--- src/rtl/anode_stub_pkg.sv ---
package anode_stub_pkg;
  localparam int NLAYERS   = 6;
  localparam int KEY_LAYER = 1;
  localparam int CNT_W     = 3;

  typedef logic [CNT_W-1:0] lcnt_t;

  typedef struct packed {
    logic  valid;
    logic  acc;
    lcnt_t cnt;
  } cand_t;
endpackage

--- src/rtl/stub_layer_count.sv ---
module stub_layer_count
  import anode_stub_pkg::*;
#(
  parameter int NUM_WG = 16
) (
  input  logic [NLAYERS*NUM_WG-1:0] hits_i,
  output lcnt_t                     col_cnt_o [NUM_WG],
  output lcnt_t                     acc_cnt_o [NUM_WG]
);
  for (genvar k = 0; k < NUM_WG; k++) begin : g_key
    logic [NLAYERS-1:0] col_lyr, acc_lyr;

    always_comb begin
      col_lyr = '0;
      acc_lyr = '0;
      for (int l = 0; l < NLAYERS; l++) begin
        for (int o = -1; o <= 2; o++) begin
          if ((k + o >= 0) && (k + o < NUM_WG)) begin
            if ((l == KEY_LAYER) ? (o == 0) : (o <= 1))
              col_lyr[l] = col_lyr[l] | hits_i[l*NUM_WG + k + o];
            if ((l == KEY_LAYER) ? (o == 0) : (o >= 0))
              acc_lyr[l] = acc_lyr[l] | hits_i[l*NUM_WG + k + o];
          end
        end
      end
    end

    assign col_cnt_o[k] = lcnt_t'($countones(col_lyr));
    assign acc_cnt_o[k] = lcnt_t'($countones(acc_lyr));
  end
endmodule

--- src/rtl/stub_trig_seq.sv ---
module stub_trig_seq
  import anode_stub_pkg::*;
#(
  parameter int NUM_WG = 16,
  parameter int DLY_W  = 3
) (
  input  logic             clk_i,
  input  logic             rst_ni,
  input  lcnt_t            col_cnt_i [NUM_WG],
  input  lcnt_t            acc_cnt_i [NUM_WG],
  input  lcnt_t            pre_thr_i,
  input  lcnt_t            trig_thr_i,
  input  logic [DLY_W-1:0] delay_i,
  input  logic             acc_en_i,
  output cand_t            cand_o [NUM_WG]
);
  for (genvar k = 0; k < NUM_WG; k++) begin : g_seq
    logic [DLY_W-1:0] timer_q;
    logic             pre, eval, col_ok, acc_ok;
    cand_t            cand;

    always_comb begin
      pre    = (timer_q == '0) &&
               ((col_cnt_i[k] >= pre_thr_i) || (acc_en_i && (acc_cnt_i[k] >= pre_thr_i)));
      eval   = (timer_q == DLY_W'(1)) || (pre && (delay_i == '0));
      col_ok = eval && (col_cnt_i[k] >= trig_thr_i);
      acc_ok = eval && acc_en_i && (acc_cnt_i[k] >= trig_thr_i);
      cand   = '0;
      if (col_ok && (!acc_ok || (col_cnt_i[k] >= acc_cnt_i[k]))) begin
        cand.valid = 1'b1;
        cand.cnt   = col_cnt_i[k];
      end else if (acc_ok) begin
        cand.valid = 1'b1;
        cand.acc   = 1'b1;
        cand.cnt   = acc_cnt_i[k];
      end
    end

    // wait timer: counts down to the evaluation crossing
    always_ff @(posedge clk_i or negedge rst_ni) begin
      if (!rst_ni)                      timer_q <= '0;
      else if (pre && (delay_i != '0))  timer_q <= delay_i;
      else if (timer_q != '0)           timer_q <= timer_q - DLY_W'(1);
    end

    assign cand_o[k] = cand;
  end
endmodule

--- src/rtl/stub_rank.sv ---
module stub_rank
  import anode_stub_pkg::*;
#(
  parameter int NUM_WG = 16,
  parameter int WG_W   = 4
) (
  input  cand_t           cand_i [NUM_WG],
  output cand_t           best0_o,
  output logic [WG_W-1:0] wg0_o,
  output cand_t           best1_o,
  output logic [WG_W-1:0] wg1_o
);
  function automatic logic beats(cand_t a, cand_t b);
    if (!a.valid)       return 1'b0;
    if (!b.valid)       return 1'b1;
    if (a.cnt != b.cnt) return a.cnt > b.cnt;
    return !a.acc && b.acc;
  endfunction

  always_comb begin
    best0_o = '0;
    wg0_o   = '0;
    for (int k = 0; k < NUM_WG; k++) begin
      if (beats(cand_i[k], best0_o)) begin
        best0_o = cand_i[k];
        wg0_o   = WG_W'(k);
      end
    end
    best1_o = '0;
    wg1_o   = '0;
    for (int k = 0; k < NUM_WG; k++) begin
      if (best0_o.valid && ((k > int'(wg0_o) + 1) || (k + 1 < int'(wg0_o))) &&
          beats(cand_i[k], best1_o)) begin
        best1_o = cand_i[k];
        wg1_o   = WG_W'(k);
      end
    end
  end
endmodule

--- src/rtl/anode_stub_finder.sv ---
module anode_stub_finder
  import anode_stub_pkg::*;
#(
  parameter  int NUM_WG = 16,
  parameter  int DLY_W  = 3,
  localparam int WG_W   = $clog2(NUM_WG)
) (
  input  logic                      clk_i,
  input  logic                      rst_ni,
  input  logic [NLAYERS*NUM_WG-1:0] hits_i,
  input  logic [CNT_W-1:0]          cfg_pre_thr_i,
  input  logic [CNT_W-1:0]          cfg_trig_thr_i,
  input  logic [DLY_W-1:0]          cfg_delay_i,
  input  logic                      cfg_acc_en_i,
  output logic                      stub0_valid_o,
  output logic [WG_W-1:0]           stub0_wg_o,
  output logic                      stub0_acc_o,
  output logic [CNT_W-1:0]          stub0_cnt_o,
  output logic                      stub1_valid_o,
  output logic [WG_W-1:0]           stub1_wg_o,
  output logic                      stub1_acc_o,
  output logic [CNT_W-1:0]          stub1_cnt_o
);
  logic [NLAYERS*NUM_WG-1:0] hits_q;
  lcnt_t                     col_cnt [NUM_WG];
  lcnt_t                     acc_cnt [NUM_WG];
  cand_t                     cand    [NUM_WG];
  cand_t                     best0, best1;
  logic [WG_W-1:0]           wg0, wg1;

  always_ff @(posedge clk_i or negedge rst_ni) begin
    if (!rst_ni) hits_q <= '0;
    else         hits_q <= hits_i;
  end

  stub_layer_count #(.NUM_WG(NUM_WG)) i_count (
    .hits_i    (hits_q),
    .col_cnt_o (col_cnt),
    .acc_cnt_o (acc_cnt)
  );

  stub_trig_seq #(.NUM_WG(NUM_WG), .DLY_W(DLY_W)) i_seq (
    .clk_i      (clk_i),
    .rst_ni     (rst_ni),
    .col_cnt_i  (col_cnt),
    .acc_cnt_i  (acc_cnt),
    .pre_thr_i  (cfg_pre_thr_i),
    .trig_thr_i (cfg_trig_thr_i),
    .delay_i    (cfg_delay_i),
    .acc_en_i   (cfg_acc_en_i),
    .cand_o     (cand)
  );

  stub_rank #(.NUM_WG(NUM_WG), .WG_W(WG_W)) i_rank (
    .cand_i  (cand),
    .best0_o (best0),
    .wg0_o   (wg0),
    .best1_o (best1),
    .wg1_o   (wg1)
  );

  always_ff @(posedge clk_i or negedge rst_ni) begin
    if (!rst_ni) begin
      stub0_valid_o <= 1'b0;
      stub0_wg_o    <= '0;
      stub0_acc_o   <= 1'b0;
      stub0_cnt_o   <= '0;
      stub1_valid_o <= 1'b0;
      stub1_wg_o    <= '0;
      stub1_acc_o   <= 1'b0;
      stub1_cnt_o   <= '0;
    end else begin
      stub0_valid_o <= best0.valid;
      stub0_wg_o    <= wg0;
      stub0_acc_o   <= best0.acc;
      stub0_cnt_o   <= best0.cnt;
      stub1_valid_o <= best1.valid;
      stub1_wg_o    <= wg1;
      stub1_acc_o   <= best1.acc;
      stub1_cnt_o   <= best1.cnt;
    end
  end
endmodule

--- config.mk ---
export PLATFORM = sky130hd
export DESIGN_NAME = anode_stub_finder
export DESIGN_NICKNAME = d
export VERILOG_FILES = /design/src/rtl/anode_stub_pkg.sv /design/src/rtl/stub_layer_count.sv /design/src/rtl/stub_trig_seq.sv /design/src/rtl/stub_rank.sv /design/src/rtl/anode_stub_finder.sv
export SDC_FILE = /design/constraint.sdc
export NUM_CORES = 1
export LEC_CHECK = 0
export ABC_CLOCK_PERIOD_IN_PS = 58800
export BUFFER_PORTS_ARGS = -buffer_cell sky130_fd_sc_hd__buf_4
export CAP_MARGIN = 15
export CORE_UTILIZATION = 30
export CTS_CLUSTER_SIZE = 16
export DETAILED_ROUTE_END_ITERATION = 8
export SYNTH_ARGS = -nofsm -noshare
export SYNTH_HDL_FRONTEND = slang
export SYNTH_SLANG_ARGS = --single-unit
--- constraint.sdc ---
create_clock -name clk_i -period 58.8 [get_ports clk_i]
set_input_delay 5.88 -clock clk_i [delete_from_list [all_inputs] [get_ports clk_i]]
set_output_delay 5.88 -clock clk_i [all_outputs]
set_load 0.01 [all_outputs]
==> results by group, run 1 <==
Floorplan
  • Core Rows: 99
  • Total Die Area: 0.0758 mm2
  • Die width: about 280 um
  • Starting Density: 30.5%
  • Core Region: about 0.073 mm2
  • Die outline height: around 280 um
  • # IOs: between 100 and 150

Logic synthesis
  • Flops & latches, synth: ~160
  • Post-Synth XOR/XNOR Area: roughly 1.3%
  • Net Count, Synth: between 3,000 and 4,000
  • Main synth FF type: dfrtp_1
  • Post-synth ARST share: 100%
  • EDFF count, synth: 0
  • Synth Area per Inst: around 8.8 um2
  • Synth Area in Adders: about a third
  • Compound-gate portion of the synthesized area: a little under a quarter
  • Synth warn: 0
  • Register area share after synthesis: between 10% and 20%
  • Post-Synth Simple-Gate Area: 17.7%
  • Area share of the largest cell type after synthesis: 26.5%
  • Synth area leader: ha_1
  • Largest family of logic cells by synthesized area: adder cells
  • Synthesized instance count: approximately 2,600
  • Synthesized cell area: about 0.022 mm2
  • Multiplexer share of the synthesized area: between 2 and 3%
  • Most common cell in the netlist: ha_1
  • Top post-synthesis cells by area: ha_1 26%, dfrtp_1 18%, fa_1 5.4%
  • Distinct cells, synth: approximately 110
  • Post-synth top cells: 474 x ha_1, 236 x inv_1, 165 x a21oi_1

Timing
  • Final min period: roughly 56 ns
  • Slew @ Worst Pin: around 1.1 ns
  • Worst rel slew slack: 25.6%
  • Fin. max-slew vios: 0
  • Fin. Hold Viols: 0
  • Highest Clock Rate: 17.8 MHz
  • Final setup vio count: 0
  • Setup Skew: 0.0187 ns
  • Total negative slack: 0 ns
  • Final period util: a little over nine tenths

Placed design
  • Placed insts: 3,634
  • DP HPWL: around 56,000 um
  • Post-place instance area: 0.0246 mm2
  • GP Congestion: 0.917
  • IO Port Bufs: ~130

Critical path
  • Setup CP Type: in2reg
  • Crit-path max cell delay: ~0.49 ns
  • Crit-path slowest cell: a221o_2
  • Worst Path Required: 59.16 ns
  • CP most frequent cell: ha_1
  • CP max FO: 10
  • Startpoint Class: primary input
  • Reg2Reg Setup Slack: between 5 and 6 ns
  • CP endpoint: stub1_wg_o[2]
  • Critical Path AT: 56.46 ns
  • Critical path endpoint category: register
  • R2r endpoint: stub1_wg_o[2]
  • Worst Reg-to-Reg Cells: about 270
  • CP Launch Point: cfg_pre_thr_i[1]
  • Reg2reg start: hits_q[65]

Finish
  • Final cell utilization of the core: around 35%
  • Multi-input gate area: approximately 0.018 mm2
  • Final Instance Area: 0.0260 mm2
  • Nets: 3,383
  • Antenna cells: 0
  • Fraction of layout cells with a size suffix above 1: ~14%
  • Filler cells: roughly 7,500
  • Final std cells w/o fill: between 3,000 and 4,000
  • Register area: between 0.004 and 0.005 mm2
  • Area Overhead vs Synth: 16.0%

Global routing
  • First-pass GRT wire length: 106,000 um
  • Largest net degree at the start of global routing: 72
  • GRT overflow: 0
  • GRT Overall Usage: roughly 18%
  • Vias in the first global route: between 15,000 and 20,000
  • Initial antenna violation count: 1

Clock network
  • Number of CTS-inserted buffers: 17
  • CTS root buf: clkbuf_16
  • CTS sink count: ~160
  • Worst skew pair latency: 0.50 ns
  • Htree depth: 4
  • Hold buffers post-CTS: 0
  • Clock buffer depth: 2
  • Worst-path clk slew: ~0.080 ns
  • TritonCTS clock tree: yes

Route
  • Vias: ~20,000
  • Drc violations: 1
  • Routed len/inst: roughly 18 um
  • First-iteration detailed-routing DRC count: around 1,400
  • Drt first pass iters: 7
  • ANT nets after route: 0
  • Vias per cell: ~5.3
  • Final WL: approximately 68,000 um

Run
  • MaxCap Viol Count: 0

Status
  • Status: complete, but fails checks
  • Failing checks: DRC

Hold path
  • Worst hold path class: reg2reg
cell type report:
cell class,count,share of cell area [%]
clock inverter,15,0.784
multi-input combinational,2118,68.0
timing repair buffer,204,5.95
tap,959,4.62
clock buffer,17,1.64
inverter,237,3.44
sequential,162,15.6
how the worst min path moves through the flow:
stage | depth (start not counted) | to | startpoint | slack [ns]
after detailed placement | 1 | i_seq.g_seq[4].timer_q[2] | i_seq.g_seq[4].timer_q[2] | 0.49
after floorplan | 1 | i_seq.g_seq[4].timer_q[2] | i_seq.g_seq[4].timer_q[2] | 0.46
after global routing | 1 | i_seq.g_seq[5].timer_q[2] | i_seq.g_seq[5].timer_q[2] | 0.54
final | 1 | i_seq.g_seq[4].timer_q[2] | i_seq.g_seq[4].timer_q[2] | 0.51
after global placement | 1 | i_seq.g_seq[4].timer_q[2] | i_seq.g_seq[4].timer_q[2] | 0.49
after CTS | 1 | i_seq.g_seq[4].timer_q[2] | i_seq.g_seq[4].timer_q[2] | 0.50
critical path: cells and delay by family:
| family | cells | cell delay, ns |
|---|---|---|
| buffers and inverters | 22 | 2.39 |
| and+or+nand+nor | 73 | 11.23 |
| muxes | 12 | 3.45 |
| AOI/OAI and AO/OA | 132 | 24.38 |
| adders and majority gates | 31 | 9.12 |
cell families (layout without fill, tap and decap cells):
| logic type | count (synthesis) | count (layout) |
|---|---|---|
| and+or+nand+nor | 743 | 743 |
| DFF | 162 | 162 |
| buffers and inverters | 275 | 473 |
| muxes | 54 | 54 |
| adders and majority gates | 535 | 535 |
| xor gates and xnor gates | 32 | 32 |
| AOI/OAI and AO/OA | 754 | 754 |
through the flow:
step | hold slack [ns] | setup slack, ns
4_1_cts | 0.502 | 0.0637
3_3_place_gp | 0.488 | 0.216
5_1_grt | 0.539 | -0.362
6_report | 0.506 | 2.70
2_1_floorplan | 0.462 | 4.02
3_5_place_dp | 0.489 | -0.701
flip-flops by register name (all words and copies together) (netlist names):
| signal | count |
|---|---|
| hits_q | 96 |
| i_seq.g_seq.timer_q | 48 |
| stub0_acc_o | 1 |
| stub0_cnt_o | 3 |
| stub0_valid_o | 1 |
| stub0_wg_o | 4 |
| stub1_acc_o | 1 |
| stub1_cnt_o | 3 |
| stub1_valid_o | 1 |
| stub1_wg_o | 4 |
cells in the final DEF (no fill, tap or decap), types with 11 or more instances in the layout:
master / Yosys / final
a21oi_1: 165 / 155
o22ai_1: 22 / 22
o21ai_1: 7 / 15
o211ai_1: 25 / 25
o211a_1: 12 / 12
inv_1: 236 / 235
a211o_1: 13 / 13
or2_2: 19 / 19
dfrtp_1: 162 / 162
o31ai_1: 15 / 13
a221o_1: 17 / 16
and3_1: 22 / 22
or3_1: 84 / 82
nor2_1: 141 / 137
a211oi_1: 26 / 23
a21oi_2: 3 / 12
mux2_2: 21 / 21
ha_1: 474 / 472
nor2b_1: 71 / 71
o21ai_0: 121 / 108
o21a_1: 27 / 26
buf_4: 4 / 200
mux2i_1: 33 / 24
a31oi_1: 28 / 24
a22oi_1: 21 / 15
nand3_1: 54 / 54
nand2_1: 133 / 128
clkbuf_16: 0 / 17
a221oi_1: 11 / 11
xor2_1: 23 / 23
nand4_1: 17 / 17
fa_1: 61 / 61
nand2b_1: 111 / 110
a21o_1: 105 / 104
nor3_1: 20 / 18
and2_1: 28 / 27
what timing repair did:
item,CTS,global route
gates resized for setup,3,102
setup endpoints to repair,8,8
pin swaps,0,30
buffers inserted,0,46
per-layer routing:
layer | global-route usage, % | up-vias | wire length [um]
met3 | 2.14 | 72 | 2630
li1 | - | 9762 | -
met4 | 4.61 | 0 | 1280
met2 | 28.2 | 439 | 30600
met1 | 25.5 | 9458 | 33600
met5 | 0 | - | 0
Power of run 1 is not shown: default switching activity piles up to over one toggle a cycle in this logic, so the estimate is an artifact.
==> inputs of run 2 (changes only) <==
--- a/config.mk
+++ b/config.mk
@@ -8,9 +8,12 @@
 export ABC_CLOCK_PERIOD_IN_PS = 58800
 export BUFFER_PORTS_ARGS = -buffer_cell sky130_fd_sc_hd__buf_4
 export CAP_MARGIN = 15
+export CELL_PAD_IN_SITES_DETAIL_PLACEMENT = 1
+export CELL_PAD_IN_SITES_GLOBAL_PLACEMENT = 1
 export CORE_UTILIZATION = 30
 export CTS_CLUSTER_SIZE = 16
 export DETAILED_ROUTE_END_ITERATION = 8
+export PLACE_DENSITY_LB_ADDON = 0.1
 export SYNTH_ARGS = -nofsm -noshare
 export SYNTH_HDL_FRONTEND = slang
 export SYNTH_SLANG_ARGS = --single-unit
==> results by group, run 2 (synthesis results as in run 1) <==
Critical path
  • Critical Path AT: 56.45 ns (about the same)
  • Startpoint Class: primary input
  • Setup CP Type: in2reg
  • Critical path endpoint category: register
  • Worst Path Required: 59.16 ns (about the same)
  • Crit-path max cell delay: 0.50 ns (about the same)
  • CP max FO: 10 (unchanged)
  • CP most frequent cell: ha_1
  • Crit-path slowest cell: a221o_2

Timing
  • Slew @ Worst Pin: 1.24 ns (+0.130 ns)
  • Highest Clock Rate: 17.8 MHz (about the same)
  • Fin. Hold Viols: 0 (unchanged)
  • Final setup vio count: 0 (unchanged)
  • Worst rel slew slack: 17.2% (-8.3 points)
  • Total negative slack: 0 ns (unchanged)
  • Setup Skew: 0.0248 ns (+0.00606 ns)
  • Fin. max-slew vios: 0 (unchanged)
  • Final period util: 95.4% (about the same)
  • Final min period: 56.09 ns (-0.00147 ns)

Route
  • Drc violations: 0 (-1)
  • Vias: 20,500 (+3.7%)
  • Vias per cell: 5.47 (+2.9%)
  • Routed len/inst: 22.4 um (+22%)
  • First-iteration detailed-routing DRC count: 996 (-31%)
  • ANT nets after route: 0 (unchanged)
  • Final WL: 83,700 um (+23%)
  • Drt first pass iters: 5 (-2)

Finish
  • Max reg flops: 96 (unchanged)
  • Fraction of layout cells with a size suffix above 1: 15.6% (+1.1 points)
  • Multi-input gate area: 0.0176 mm2 (-0.24%)
  • Nets: 3,408 (+0.74%)
  • Area Overhead vs Synth: 16.7%
  • Largest registers: hits_q x96, i_seq.g_seq.timer_q x48
  • Most common cell after layout, fill and taps aside: ha_1
  • Most flops, register: hits_q
  • Register area: 0.00405 mm2 (unchanged)
  • Filler cells: 8,538 (+15%)
  • Most frequent cells in the layout: 472 x ha_1, 232 x inv_1, 222 x buf_4
  • Final Instance Area: 0.0262 mm2 (+0.61%)

Floorplan
  • Starting Density: 30.5% (unchanged)
  • Core Region: 0.0735 mm2 (unchanged)
  • Total Die Area: 0.0758 mm2 (unchanged)
  • Core Rows: 99 (unchanged)
  • Die outline height: 275 um (unchanged)
  • Die width: 275 um (unchanged)
  • # IOs: 126 (unchanged)

Clock network
  • CTS sink count: 162 (unchanged)
  • CTS root buf: clkbuf_16
  • Worst skew pair latency: 0.51 ns (about the same)
  • Worst-path clk slew: 0.08 ns (about the same)
  • TritonCTS clock tree: yes
  • Clock buffer depth: 2 (unchanged)
  • Htree depth: 4 (unchanged)
  • Hold buffers post-CTS: 0 (unchanged)
  • Number of CTS-inserted buffers: 17 (unchanged)

Global routing
  • GRT Overall Usage: 22.1% (+4.2 points)
  • First-pass GRT wire length: 128,000 um (+21%)
  • GRT overflow: 0 (unchanged)
  • Largest net degree at the start of global routing: 91 (+26%)
  • Vias in the first global route: 21,300 (+13%)
  • Initial antenna violation count: 1 (unchanged)

Run
  • MaxCap Viol Count: 0 (unchanged)

Placed design
  • Post-place instance area: 0.0247 mm2 (+0.47%)
  • DP HPWL: 69,000 um (+24%)
  • GP Congestion: 0.901 (-1.6%)
  • IO Port Bufs: 125 (unchanged)

Hold path
  • Worst hold path class: reg2reg

Status
  • Status: completed
==> run 2: cell types whose count changed in the layout (fill, tap and decap cells not counted), sizes merged <==
| cell | change |
|---|---|
| bufinv | -1 |
| buf | +24 |
| clkinv | -3 |
| clkbuf | +1 |
| diode | +1 |
| clkinvlp | +4 |
==> run 2: repair_timing <==
action                                  CTS  global route
buffers inserted                          2            54
endpoints found under the setup margin    8             8
pin swaps                                 0            37
resized for setup                         7           107
==> run 2: final timing paths <==
path                                           start                         to  slack (ns)  depth (start not counted)
max in group asynchronous                     rst_ni                 hits_q[61]       51.75                          2
min                        i_seq.g_seq[8].timer_q[0]  i_seq.g_seq[8].timer_q[0]        0.51                          1
max reg2reg                               hits_q[65]              stub1_wg_o[2]        6.26                        278
min in group asynchronous                     rst_ni  i_seq.g_seq[1].timer_q[2]        5.47                          1
max                                 cfg_pre_thr_i[1]              stub1_wg_o[2]        2.71                        273
min reg2reg                i_seq.g_seq[8].timer_q[0]  i_seq.g_seq[8].timer_q[0]        0.51                          1
==> run 2: area by class of cell <==
class,count,share of cell area (%)
timing repair buffer,229,6.82
multi-input combinational,2118,67.4
sequential,162,15.5
tap,959,4.59
antenna,1,0.00957
clock inverter,15,0.593
inverter,237,3.46
clock buffer,17,1.63
==> run 2: metrics by stage <==
step | hold slack (ns) | util (%) | setup WS [ns] | cells
4_1_cts | 0.513 | 34.5 | 0.0141 | 3683
5_1_grt | 0.533 | 35.6 | -0.397 | 3737
3_3_place_gp | 0.480 | 33.6 | 0.506 | 3649
6_report | 0.506 | 35.6 | 2.71 | 3738
2_1_floorplan | 0.462 | - | 4.02 | 2555
3_5_place_dp | 0.501 | 33.6 | -0.916 | 3649
==> run 2: per-layer routing <==
layer	vias to the layer above	track usage, %	part of all wire, %
li1	9808	-	-
met1	10300	32.7	52
met2	290	34.3	44
met3	51	2.17	2.7
met4	0	4.43	1.4
met5	-	0	0
==> run 2: critical path, delay by kind of cell <==
kind	cells	cell delay, ns
AO/OA/AOI/OAI	138	24.82
adder cells (fa/ha/maj)	31	9.12
buffers and inverters	24	2.69
multiplexers	11	3.31
AND/OR/NAND/NOR	69	10.56
Power of run 2 is left out for the same reason.
